[src/rtl/kbd_cmd_pkg.sv]
package kbd_cmd_pkg;
  localparam logic [7:0] CMD_LED    = 8'hED;
  localparam logic [7:0] CMD_RATE   = 8'hF3;
  localparam logic [7:0] CMD_ECHO   = 8'hEE;
  localparam logic [7:0] CMD_RESEND = 8'hFE;
  localparam logic [7:0] CMD_RESET  = 8'hFF;
  localparam logic [7:0] RSP_ACK    = 8'hFA;

  typedef enum logic [1:0] {ST_IDLE, ST_CMD, ST_ACK, ST_PARAM} seq_state_e;

  typedef struct packed {
    logic [7:0] cmd;
    logic [7:0] param;
    logic [7:0] expect_rsp;
    logic       need_rsp;
    logic       has_param;
  } seq_req_t;
endpackage

[src/rtl/kbd_req_sel.sv]
module kbd_req_sel
  import kbd_cmd_pkg::*;
#(
  parameter int LED_W = 3
) (
  input  logic             led_req_i,
  input  logic [LED_W-1:0] led_val_i,
  input  logic             rate_req_i,
  input  logic [7:0]       rate_val_i,
  input  logic             echo_req_i,
  input  logic             resend_req_i,
  input  logic             reset_req_i,
  output logic             valid_o,
  output seq_req_t         req_o
);
  localparam int PAD_W = 8 - LED_W;

  logic [7:0] led_byte;

  generate
    if (PAD_W > 0) begin : g_pad
      assign led_byte = {{PAD_W{1'b0}}, led_val_i};
    end else begin : g_nopad
      assign led_byte = led_val_i[7:0];
    end
  endgenerate

  assign valid_o = led_req_i | rate_req_i | echo_req_i | resend_req_i | reset_req_i;

  // fixed priority: led > rate > echo > resend > reset
  always_comb begin
    req_o = '0;
    if (led_req_i) begin
      req_o = '{cmd: CMD_LED, param: led_byte, expect_rsp: RSP_ACK, need_rsp: 1'b1, has_param: 1'b1};
    end else if (rate_req_i) begin
      req_o = '{cmd: CMD_RATE, param: rate_val_i, expect_rsp: RSP_ACK, need_rsp: 1'b1, has_param: 1'b1};
    end else if (echo_req_i) begin
      req_o = '{cmd: CMD_ECHO, param: 8'h00, expect_rsp: CMD_ECHO, need_rsp: 1'b1, has_param: 1'b0};
    end else if (resend_req_i) begin
      req_o = '{cmd: CMD_RESEND, param: 8'h00, expect_rsp: 8'h00, need_rsp: 1'b0, has_param: 1'b0};
    end else if (reset_req_i) begin
      req_o = '{cmd: CMD_RESET, param: 8'h00, expect_rsp: 8'h00, need_rsp: 1'b0, has_param: 1'b0};
    end
  end
endmodule

[src/rtl/kbd_rsp_timer.sv]
module kbd_rsp_timer #(
  parameter int CNT_W = 21
) (
  input  logic             clk_i,
  input  logic             rst_ni,
  input  logic             clr_i,
  input  logic             en_i,
  input  logic [CNT_W-1:0] limit_i,
  output logic             expired_o
);
  logic [CNT_W-1:0] cnt_q;
  logic [CNT_W:0]   cnt_nxt;

  assign cnt_nxt   = {1'b0, cnt_q} + (CNT_W+1)'(1);
  assign expired_o = en_i && (cnt_nxt >= {1'b0, limit_i});

  always_ff @(posedge clk_i or negedge rst_ni) begin
    if (!rst_ni)   cnt_q <= '0;
    else if (clr_i) cnt_q <= '0;
    else if (en_i)  cnt_q <= cnt_nxt[CNT_W-1:0];
  end
endmodule

[src/rtl/kbd_cmd_seq.sv]
module kbd_cmd_seq
  import kbd_cmd_pkg::*;
#(
  parameter int LED_W = 3,
  parameter int TO_W  = 21
) (
  input  logic            clk_i,
  input  logic            rst_ni,
  input  logic            led_req_i,
  input  logic [LED_W-1:0] led_val_i,
  input  logic            rate_req_i,
  input  logic [7:0]      rate_val_i,
  input  logic            echo_req_i,
  input  logic            resend_req_i,
  input  logic            reset_req_i,
  input  logic [TO_W-1:0] timeout_cycles_i,
  output logic [7:0]      tx_data_o,
  output logic            tx_start_o,
  input  logic            tx_done_i,
  input  logic [7:0]      rx_data_i,
  input  logic            rx_valid_i,
  output logic            busy_o,
  output logic            done_o,
  output logic            error_o
);
  seq_state_e state_q;
  seq_req_t   cur_q, sel_req;
  logic       sel_valid, to_expired;

  kbd_req_sel #(.LED_W(LED_W)) u_sel (
    .led_req_i   (led_req_i),
    .led_val_i   (led_val_i),
    .rate_req_i  (rate_req_i),
    .rate_val_i  (rate_val_i),
    .echo_req_i  (echo_req_i),
    .resend_req_i(resend_req_i),
    .reset_req_i (reset_req_i),
    .valid_o     (sel_valid),
    .req_o       (sel_req)
  );

  kbd_rsp_timer #(.CNT_W(TO_W)) u_timer (
    .clk_i    (clk_i),
    .rst_ni   (rst_ni),
    .clr_i    (state_q != ST_ACK),
    .en_i     ((state_q == ST_ACK) && !rx_valid_i),
    .limit_i  (timeout_cycles_i),
    .expired_o(to_expired)
  );

  assign busy_o = (state_q != ST_IDLE);

  always_ff @(posedge clk_i or negedge rst_ni) begin
    if (!rst_ni) begin
      state_q    <= ST_IDLE;
      cur_q      <= '0;
      tx_data_o  <= 8'h00;
      tx_start_o <= 1'b0;
      done_o     <= 1'b0;
      error_o    <= 1'b0;
    end else begin
      tx_start_o <= 1'b0;
      done_o     <= 1'b0;
      error_o    <= 1'b0;
      unique case (state_q)
        ST_IDLE: if (sel_valid) begin
          cur_q      <= sel_req;
          tx_data_o  <= sel_req.cmd;
          tx_start_o <= 1'b1;
          state_q    <= ST_CMD;
        end
        ST_CMD: if (tx_done_i) begin
          if (cur_q.need_rsp) begin
            state_q <= ST_ACK;
          end else begin
            done_o  <= 1'b1;
            state_q <= ST_IDLE;
          end
        end
        ST_ACK: begin
          if (rx_valid_i) begin
            if (rx_data_i != cur_q.expect_rsp) begin
              error_o <= 1'b1;
              state_q <= ST_IDLE;
            end else if (cur_q.has_param) begin
              tx_data_o  <= cur_q.param;
              tx_start_o <= 1'b1;
              state_q    <= ST_PARAM;
            end else begin
              done_o  <= 1'b1;
              state_q <= ST_IDLE;
            end
          end else if (to_expired) begin
            error_o <= 1'b1;
            state_q <= ST_IDLE;
          end
        end
        ST_PARAM: if (tx_done_i) begin
          done_o  <= 1'b1;
          state_q <= ST_IDLE;
        end
        default: state_q <= ST_IDLE;
      endcase
    end
  end
endmodule

[config.mk]
export PLATFORM = sky130hd
export DESIGN_NAME = kbd_cmd_seq
export DESIGN_NICKNAME = d
export VERILOG_FILES = /design/src/rtl/kbd_cmd_pkg.sv /design/src/rtl/kbd_req_sel.sv /design/src/rtl/kbd_rsp_timer.sv /design/src/rtl/kbd_cmd_seq.sv
export SDC_FILE = /design/constraint.sdc
export NUM_CORES = 1
export LEC_CHECK = 0
export BUFFER_PORTS_ARGS = -buffer_cell sky130_fd_sc_hd__buf_2
export CORE_MARGIN = 2
export CORE_UTILIZATION = 26
export CTS_CLUSTER_SIZE = 14
export DETAILED_ROUTE_END_ITERATION = 8
export PLACE_DENSITY = 0.48
export SETUP_SLACK_MARGIN = 0.1
export SLEW_MARGIN = 5
export SYNTH_ARGS = -nofsm -noshare
export SYNTH_HDL_FRONTEND = slang
export SYNTH_HIERARCHICAL = 1
export SYNTH_SLANG_ARGS = --single-unit
[constraint.sdc]
create_clock -name clk_i -period 3.4 [get_ports clk_i]
set_input_delay 0 -clock clk_i [delete_from_list [all_inputs] [get_ports clk_i]]
set_output_delay 0 -clock clk_i [all_outputs]
set_load 0.1 [all_outputs]
==> results of run 1 <==
## power by group
group | internal [W] | switching, W
registers | 0.000769 | 0.0000887
logic | 0.000336 | 0.000703
clock network | 0.000347 | 0.000218
total | 0.00145 | 0.00101
## flip-flops by register name (all words and copies together), names as in the netlist
name,cells
done_o,1
tx_start_o,1
tx_data_o,8
cur_q,18
u_timer/cnt_q,21
state_q,2
error_o,1
## what timing repair did
item / CTS / global route
setup buffers: 0 / 8
hold endpoints to repair: 40 / 0
endpoints found under the setup margin: 0 / 2
gates resized for setup: 0 / 14
hold buffers: 1 / 0
## cells by family (layout without fill, tap and decap cells)
group                    Yosys count  after routing  share of synthesized area, %
AO/OA/AOI/OAI                     40             40                          6.92
other                              1              1                         0.104
adder cells (fa/ha/maj)           22             22                          7.61
multiplexers                      26             26                          8.89
XOR/XNOR                          44             44                          10.7
flip-flops                        52             52                          36.0
buffers and inverters             54            111                          8.30
AND/OR/NAND/NOR                  142            142                          21.6
## per-layer routing
layer  GRT usage, %  wire [um]
met1           14.8       3760
met2           17.6       3520
met3           1.92        325
met4           3.38         80
met5              0          0
## final timing paths
| path | from | slack, ns | to |
|---|---|---|---|
| setup reg to reg | u_timer/cnt_q[4]$_DFFE_PN0P_ | 0.30 | state_q[1]$_DFFE_PN0P_ |
| setup / recovery | u_timer/cnt_q[4]$_DFFE_PN0P_ | 0.30 | state_q[1]$_DFFE_PN0P_ |
| hold / removal | tx_done_i | 0.006 | done_o$_DFF_PN0_ |
| max in group asynchronous | rst_ni | 2.27 | tx_data_o[0]$_DFFE_PN0P_ |
| hold reg to reg | cur_q[0]$_DFFE_PN0P_ | 0.48 | done_o$_DFF_PN0_ |
| min in group asynchronous | rst_ni | 0.39 | cur_q[15]$_DFFE_PN0P_ |
## through the flow
stage	hold WS [ns]	power, W	instance area (um2)	utilization (%)	std cells
finish	0.00598	0.00246	4250	31.0	618
global route	0.0193	0.00261	4250	31.0	618
CTS	0.00806	0.00251	4170	30.4	610
detailed placement	0.212	0.00192	3990	29.1	601
global placement	0.199	0.00191	3990	29.1	601
floorplan	-0.296	0.00174	3620	-	381
## area by class of cell
type,instances,area (um2)
inverters,28,105
fillers,1477,9470
repair buffers,75,415
clock inverters,2,35.0
clock buffers,6,129
multi-input cells,275,2020
well taps,180,225
flip-flops and latches,52,1320
## worst reg2reg max path: cells and delay by family (launching register included)
kind            cells  cell delay, ns
simple gates        5            0.79
flops               1            0.43
fa+ha+maj           1            0.31
xor+xnor            1            0.30
buf+inv             1            0.16
compound gates      7            1.04
## cells in the final DEF, fill, tap and decap left out, drive strengths merged, types with 3 or more instances in the layout
master | synthesis | final
ha | 22 | 22
and2 | 10 | 10
xor2 | 33 | 33
nand3 | 12 | 12
nor2b | 4 | 4
nor3 | 5 | 5
clkbuf | 4 | 6
nand4 | 12 | 12
inv | 28 | 28
and4 | 4 | 4
xnor2 | 11 | 11
and3 | 5 | 5
o21ai | 7 | 7
a21oi | 15 | 15
buf | 22 | 74
a22o | 3 | 3
nand2 | 51 | 51
nor2 | 30 | 30
a21o | 4 | 4
dfrtp | 52 | 52
or3 | 4 | 4
mux2 | 25 | 25
==> impl_metrics.json, run 1 <==
{
  "postSynthCellCount": 381,
  "grt_max_degree": 42,
  "path_cells": "nand4_4 -> nor3_4 -> nand4_2 -> nor2_1 -> xor2_1 -> ha_1 -> a21o_1 -> a21o_1 -> a31oi_1 -> o21a_1 -> a221oi_1 -> buf_4 -> o31ai_1 -> nand2_1 -> o211ai_1",
  "netlist_top_cells_area": "dfrtp_1, xor2_1, ha_1",
  "start_util_pct": 26.4,
  "synth_common_cells": "dfrtp_1, nand2_1, xor2_1, inv_1, nor2_1",
  "cp_data_required_time_ns": 3.60,
  "start_kind": "flip-flop",
  "finalSetupViolations": 0,
  "area_growth_pct": 17.4,
  "worst-path-buf-inv": 1,
  "synth-edff-count": 0,
  "yosys.area.top_type": "dfrtp_1",
  "hold_class": "input port to flip-flop",
  "synth_top_cell_area_share_pct": 36.0,
  "tightest_slew_ns": 0.945,
  "worst_slack_ns": 0.297,
  "ys.flop_type": "dfrtp_1",
  "drc_errors": 0,
  "drtAntennaViolNets": 0,
  "setup-tns-final_ns": 0,
  "clock_path_buffers": 2,
  "wl_per_cell_um": 12.4,
  "antennaDiodeCount": 0,
  "coreArea_um2": 13700,
  "fin_nets": 508,
  "crit_top_cell": "a21o_1",
  "cp.arrival_ns": 3.31,
  "synth_seq_cells": 52,
  "row_count": 43,
  "drt-initial-drc-count": 90,
  "insertion_delay_ns": 0.29,
  "yosysSeqAreaShare_pct": 36.0,
  "final-max-slew-violation-count": 0,
  "end_kind": "flip-flop",
  "slowest_delay_ns": 0.43,
  "gp_congestion": 0.782,
  "cts-root-buf": "clkbuf_16",
  "cts-htree-levels": 2,
  "syn_area_um2": 3620,
  "dieArea_um2": 14900,
  "maxSlewHeadroom_pct": 37.0,
  "fin_skew_ns": 0.0107,
  "cts_tree": "yes",
  "async_reset_ff_share_pct": 100,
  "vias_per_cell": 4.35,
  "numCtsBuffers": 5,
  "die_x_um": 122,
  "period_needed_ns": 3.10,
  "syn_nets": 452,
  "powerDensity_nw_per_um2": 579,
  "die_h_um": 122,
  "worstSetupPathType": "flip-flop to flip-flop",
  "cp_slowest_cell": "dfrtp_2",
  "hpwl_um": 5820,
  "clock-sinks": 52,
  "cp_top_family": "compound AO/OA/AOI/OAI gates",
  "dp_slack_ns": 0.245,
  "antenna_found_initial": 0,
  "clk_pin_slew_ns": 0.07,
  "hold_depth": 3,
  "r2r_cells": 15,
  "rsz0062_at_grt": "false",
  "post_synth_num_cell_types": 50,
  "drt_first_pass_iters": 4,
  "num_io_pins": 61,
  "crit_fanout": 5,
  "syn_avg_cell_area_um2": 9.50,
  "grt_pass1_wl_um": 12900,
  "synth.most_common_cell": "dfrtp_1",
  "drive_gt1_share_pct": 31.3,
  "p_leak_nw": 2.06,
  "peakVddDrop_mv": 0.557,
  "hold_violations": 0,
  "cp.depth": 15,
  "port_buffers": 60,
  "status": "complete, no violations",
  "grt-ovfl-total": 0,
  "grt_pass1_vias": 2699,
  "yosys_warnings": 6,
  "num_vias": 2690,
  "drv_cap": 0,
  "grt_usage_pct": 10.9,
  "fin_crit_sh_pct": 91.3,
  "fmax_mhz": 322,
  "wirelength_um": 7680
}
No activity file was read; power rests on OpenSTA's default activity.
==> run 2, diff against run 1 <==
==> constraint.sdc (replaced) <==
create_clock -name clk_i -period 3.4 [get_ports clk_i]
set_input_delay 0.34 -clock clk_i [delete_from_list [all_inputs] [get_ports clk_i]]
set_output_delay 0.34 -clock clk_i [all_outputs]
set_load 0.1 [all_outputs]
==> impl_metrics.json, run 2 (synthesis results as in run 1) <==
{
  "start_util_pct": 26.4,
  "start_kind": "flip-flop",
  "cp_data_required_time_ns": 3.61,
  "drc_errors": 0,
  "drt_first_pass_iters": 4,
  "coreArea_um2": 13700,
  "p_leak_nw": 2.06,
  "drv_cap": 0,
  "power_w": 0.00247,
  "reg_top3": "u_timer/cnt_q (21), cur_q (18), tx_data_o (8)",
  "dpl_cell_area_um2": 3990,
  "post-route-util_pct": 30.9,
  "status": "complete, no violations",
  "powerDensity_nw_per_um2": 583,
  "dieArea_um2": 14900,
  "final_cells": 616,
  "num_vias": 2707,
  "fin_area_um2": 4240,
  "clk_pin_slew_ns": 0.07,
  "finalSetupViolations": 0,
  "cp_slowest_cell": "dfrtp_2",
  "area_growth_pct": 17.2,
  "crit_fanout": 6,
  "fin_nets": 506,
  "startpoint": "u_timer/cnt_q[3]$_DFFE_PN0P_",
  "drive_gt1_share_pct": 31.2,
  "end_kind": "flip-flop",
  "place_inst": 601,
  "antennaDiodeCount": 0,
  "hold_violations": 0,
  "drtAntennaViolNets": 0,
  "hpwl_um": 5850,
  "antenna_found_initial": 0,
  "die_x_um": 122,
  "row_count": 43,
  "cts-root-buf": "clkbuf_16",
  "clock-sinks": 52,
  "path_cells": "nand4_4 -> nor3_4 -> nand4_2 -> nor2_1 -> xor2_1 -> ha_1 -> a21o_1 -> a21o_1 -> a31oi_1 -> o21a_1 -> a221oi_1 -> buf_4 -> o31ai_1 -> nand2_1 -> o211ai_1",
  "n_fill_cell": 1473,
  "fmax_mhz": 327,
  "clock_path_buffers": 2,
  "cts_tree": "yes",
  "crit_top_cell": "a21o_1",
  "hold_class": "input port to async pin",
  "drt-initial-drc-count": 80,
  "slowest_delay_ns": 0.44,
  "maxSlewHeadroom_pct": 56.6,
  "wl_per_cell_um": 12.5,
  "numCtsBuffers": 5,
  "rsz0062_at_grt": "false",
  "worstSetupPathType": "flip-flop to flip-flop",
  "setup-tns-final_ns": 0,
  "insertion_delay_ns": 0.29,
  "wirelength_um": 7720,
  "hold_buffers": 0,
  "grt_usage_pct": 10.9,
  "fin_skew_ns": 0.00823,
  "period_needed_ns": 3.06,
  "cp.arrival_ns": 3.27,
  "cts-htree-levels": 2,
  "use_met2_pct": 17.8,
  "use_met3_pct": 1.87,
  "num_io_pins": 61,
  "mostFrequentLayoutCells": "buf_2, nand2_1, dfrtp_1",
  "peakVddDrop_mv": 0.581,
  "final_common_cell": "buf_2",
  "grt_busiest_layer": "met2",
  "grt_pass1_wl_um": 13100,
  "top_register": "u_timer/cnt_q",
  "die_h_um": 122,
  "worstReg2RegStart": "u_timer/cnt_q[3]$_DFFE_PN0P_",
  "grt-ovfl-total": 0,
  "port_buffers": 60,
  "grtUsageMet1_pct": 14.9,
  "gp_congestion": 0.792,
  "grt_max_degree": 31,
  "tightest_slew_ns": 0.648,
  "fin_crit_sh_pct": 90.0,
  "largest_reg_flops": 21,
  "grt_pass1_vias": 2765,
  "vias_per_cell": 4.39,
  "final-max-slew-violation-count": 0
}
-- run 2: cell types whose count changed in the layout (fill, tap and decap cells not counted), sizes merged --
| cell | change |
|---|---|
| buf | -1 |
| clkinvlp | +1 |
| clkbuf | -1 |
| dlygate4sd3 | -1 |
-- run 2: per-layer routing --
| metal | part of all wire (%) | wire, um |
|---|---|---|
| met1 | 49 | 3760 |
| met5 | 0 | 0 |
| met3 | 4.4 | 338 |
| met2 | 46 | 3540 |
| met4 | 1.0 | 78 |
-- run 2: area by class of cell --
cell class	instances	area [um2]	share of cell area, %
tap	180	225	5.31
clock buffer	5	125	2.95
sequential	52	1310	31.0
inverter	28	105	2.48
clock inverter	3	42.5	1.00
timing repair buffer	73	398	9.39
multi-input combinational	275	2030	47.9
-- run 2: repair_timing --
action / 4_1_cts / 5_1_grt
buffers inserted: 0 / 7
endpoints found under the setup margin: 0 / 2
gates resized for setup: 0 / 13
-- run 2: power by group --
group / internal [W] / leakage, nW / switching [W]
Combinational: 0.000335 / 1.34 / 0.000699
Clock: 0.000346 / 0.0798 / 0.000231
Sequential: 0.000769 / 0.637 / 0.0000914
Total: 0.00145 / 2.06 / 0.00102
-- run 2: final timing paths --
path | end | slack, ns | cells after the start
hold / removal | cur_q[15]$_DFFE_PN0P_ | 0.02 | 1
min in group clk_i | done_o$_DFF_PN0_ | 0.35 | 3
setup reg to reg | state_q[1]$_DFFE_PN0P_ | 0.34 | 15
max in group asynchronous | u_timer/cnt_q[12]$_DFFE_PN0P_ | 2.55 | 2
hold reg to reg | done_o$_DFF_PN0_ | 0.48 | 1
setup / recovery | state_q[1]$_DFFE_PN0P_ | 0.34 | 15
-- run 2: through the flow --
step	setup WS (ns)	hold slack, ns
floorplan	0.664	0.0444
global placement	0.288	0.355
global route	0.105	0.0653
CTS	0.190	0.0457
finish	0.339	0.0231
detailed placement	0.206	0.366
-- run 2: critical path: cells and delay by family, from the launching register on --
kind / cells / cell delay [ns]
compound gates: 7 / 1.07
simple gates: 5 / 0.78
flops: 1 / 0.44
fa+ha+maj: 1 / 0.29
xor+xnor: 1 / 0.24
buf+inv: 1 / 0.16
==> run 3, diff against run 2 <==
==> constraint.sdc (replaced) <==
create_clock -name clk_i -period 3.9 [get_ports clk_i]
set_input_delay 0.39 -clock clk_i [delete_from_list [all_inputs] [get_ports clk_i]]
set_output_delay 0.39 -clock clk_i [all_outputs]
set_load 0.1 [all_outputs]
==> impl_metrics.json, run 3 (synthesis results as in run 1) <==
{
  "period_needed_ns": 3.28,
  "drc_errors": 0,
  "cts_tree": "yes",
  "final-max-slew-violation-count": 0,
  "coreArea_um2": 13700,
  "worstSetupPathType": "flip-flop to flip-flop",
  "vias_per_cell": 4.39,
  "grt_pass1_wl_um": 13200,
  "dieArea_um2": 14900,
  "grt_pass1_vias": 2758,
  "cp_data_required_time_ns": 4.10,
  "wl_per_cell_um": 12.6,
  "post_cts_buffers": 0,
  "drt_first_pass_iters": 4,
  "setup-tns-final_ns": 0,
  "rsz0062_at_grt": "false",
  "fmax_mhz": 305,
  "cp.arrival_ns": 3.48,
  "grt_max_degree": 32,
  "insertion_delay_ns": 0.29,
  "hpwl_um": 5870,
  "end_kind": "flip-flop",
  "final_cells": 607,
  "comb_power_share_pct": 43.2,
  "internal-power_w": 0.00122,
  "reg_top3": "u_timer/cnt_q (21), cur_q (18), tx_data_o (8)",
  "antennaDiodeCount": 0,
  "drv_cap": 0,
  "start_kind": "flip-flop",
  "area_growth_pct": 14.1,
  "hold_class": "input port to async pin",
  "start_util_pct": 26.4,
  "worst_slack_ns": 0.618,
  "port_buffers": 60,
  "p_leak_nw": 2.01,
  "die_h_um": 122,
  "power.switching_w": 0.000882,
  "peakVddDrop_mv": 0.462,
  "grt_usage_pct": 11.0,
  "wirelength_um": 7630,
  "cts-htree-levels": 2,
  "numCtsBuffers": 5,
  "clk_pin_slew_ns": 0.07,
  "top_register": "u_timer/cnt_q",
  "fin_crit_sh_pct": 84.2,
  "hold_violations": 0,
  "num_vias": 2667,
  "powerDensity_nw_per_um2": 509,
  "cts-root-buf": "clkbuf_16",
  "mostFrequentLayoutCells": "buf_2, dfrtp_1, nand2_1",
  "clock-sinks": 52,
  "grt_busiest_layer": "met2",
  "largest_reg_flops": 21,
  "grt-ovfl-total": 0,
  "drtAntennaViolNets": 0,
  "n_fill_cell": 1460,
  "gp_congestion": 0.755,
  "die_x_um": 122,
  "maxSlewHeadroom_pct": 51.9,
  "use_met2_pct": 18.7,
  "antenna_found_initial": 0,
  "crit_fanout": 11,
  "tightest_slew_ns": 0.718,
  "dp_slack_ns": 0.589,
  "num_io_pins": 61,
  "fin_nets": 497,
  "status": "complete, no violations",
  "finalSetupViolations": 0,
  "final_common_cell": "buf_2",
  "place_inst": 599,
  "p_sw_share_pct": 42.0,
  "cts_resized": 0,
  "grtUsageMet1_pct": 14.8,
  "drt-initial-drc-count": 53,
  "fin_skew_ns": 0.00753,
  "row_count": 43,
  "clkPwrFrac_pct": 21.3,
  "use_met3_pct": 1.73,
  "seqPwrFrac_pct": 35.5,
  "drive_gt1_share_pct": 26.5,
  "clock_path_buffers": 2,
  "hold_buffers": 0
}
run 3: cell types whose count changed in the layout (fill, tap and decap cells not counted), sizes merged:
| cell | previous run | this run |
|---|---|---|
| buf | 73 | 64 |
| bufinv | 1 | 0 |
| clkbuf | 5 | 7 |
| clkinv | 1 | 0 |
run 3: final cells by class:
class	count	area [um2]	area share [%]
Sequential cell	52	1300	31.5
Clock inverter	1	7.51	0.182
Inverter	28	105	2.55
Multi-Input combinational cell	275	2020	48.8
Tap cell	180	225	5.45
Clock buffer	7	143	3.45
Timing Repair Buffer	64	330	8.00
run 3: worst paths after layout:
path,start,to,slack [ns],cells past startpoint
worst max-delay path,u_timer/cnt_q[3]$_DFFE_PN0P_,state_q[1]$_DFFE_PN0P_,0.62,14
worst min-delay path,rst_ni,cur_q[15]$_DFFE_PN0P_,0.15,1
worst max register to register,u_timer/cnt_q[3]$_DFFE_PN0P_,state_q[1]$_DFFE_PN0P_,0.62,14
worst min register to register,cur_q[0]$_DFFE_PN0P_,done_o$_DFF_PN0_,0.48,1
max in group asynchronous,rst_ni,tx_data_o[2]$_DFFE_PN0P_,2.97,2
min in group clk_i,tx_done_i,done_o$_DFF_PN0_,0.41,3
run 3: worst max-delay path: stages, from the launching register on:
cell	delay [ns]
dfrtp_1	0.51
nand4_4	0.18
nor3_4	0.46
nand4_2	0.20
nor2_1	0.18
xor2_1	0.20
ha_1	0.27
a21o_1	0.19
a21o_1	0.17
a31oi_1	0.19
o21a_1	0.15
a221oi_1	0.12
o31ai_1	0.22
nand2_1	0.08
o211ai_1	0.09
run 3: stage by stage:
stage / cell area (um2) / hold WS, ns / power [W] / util [%]
after floorplan: 3620 / 0.0944 / 0.00152 / -
after global placement: 3980 / 0.465 / 0.00166 / 29.0
after detailed placement: 3980 / 0.479 / 0.00168 / 29.0
after CTS: 4130 / 0.177 / 0.00214 / 30.1
after global routing: 4130 / 0.219 / 0.00223 / 30.1
final: 4130 / 0.146 / 0.00210 / 30.1
run 3: metal layers:
| metal | part of all wire (%) | up-vias |
|---|---|---|
| met2 | 46 | 62 |
| met3 | 4.4 | 7 |
| met4 | 0.89 | 0 |
| met5 | 0 | - |
| met1 | 49 | 1247 |
| li1 | - | 1351 |
run 3: power by group through the flow:
stage	Clock [W]	Sequential [W]	Combinational (W)
final	0.000448	0.000746	0.000907
after global routing	0.000495	0.000765	0.000974
after CTS	0.000468	0.000749	0.000922
after detailed placement	0	0.000758	0.000917
after global placement	0	0.000755	0.000909
after floorplan	0	0.00104	0.000479
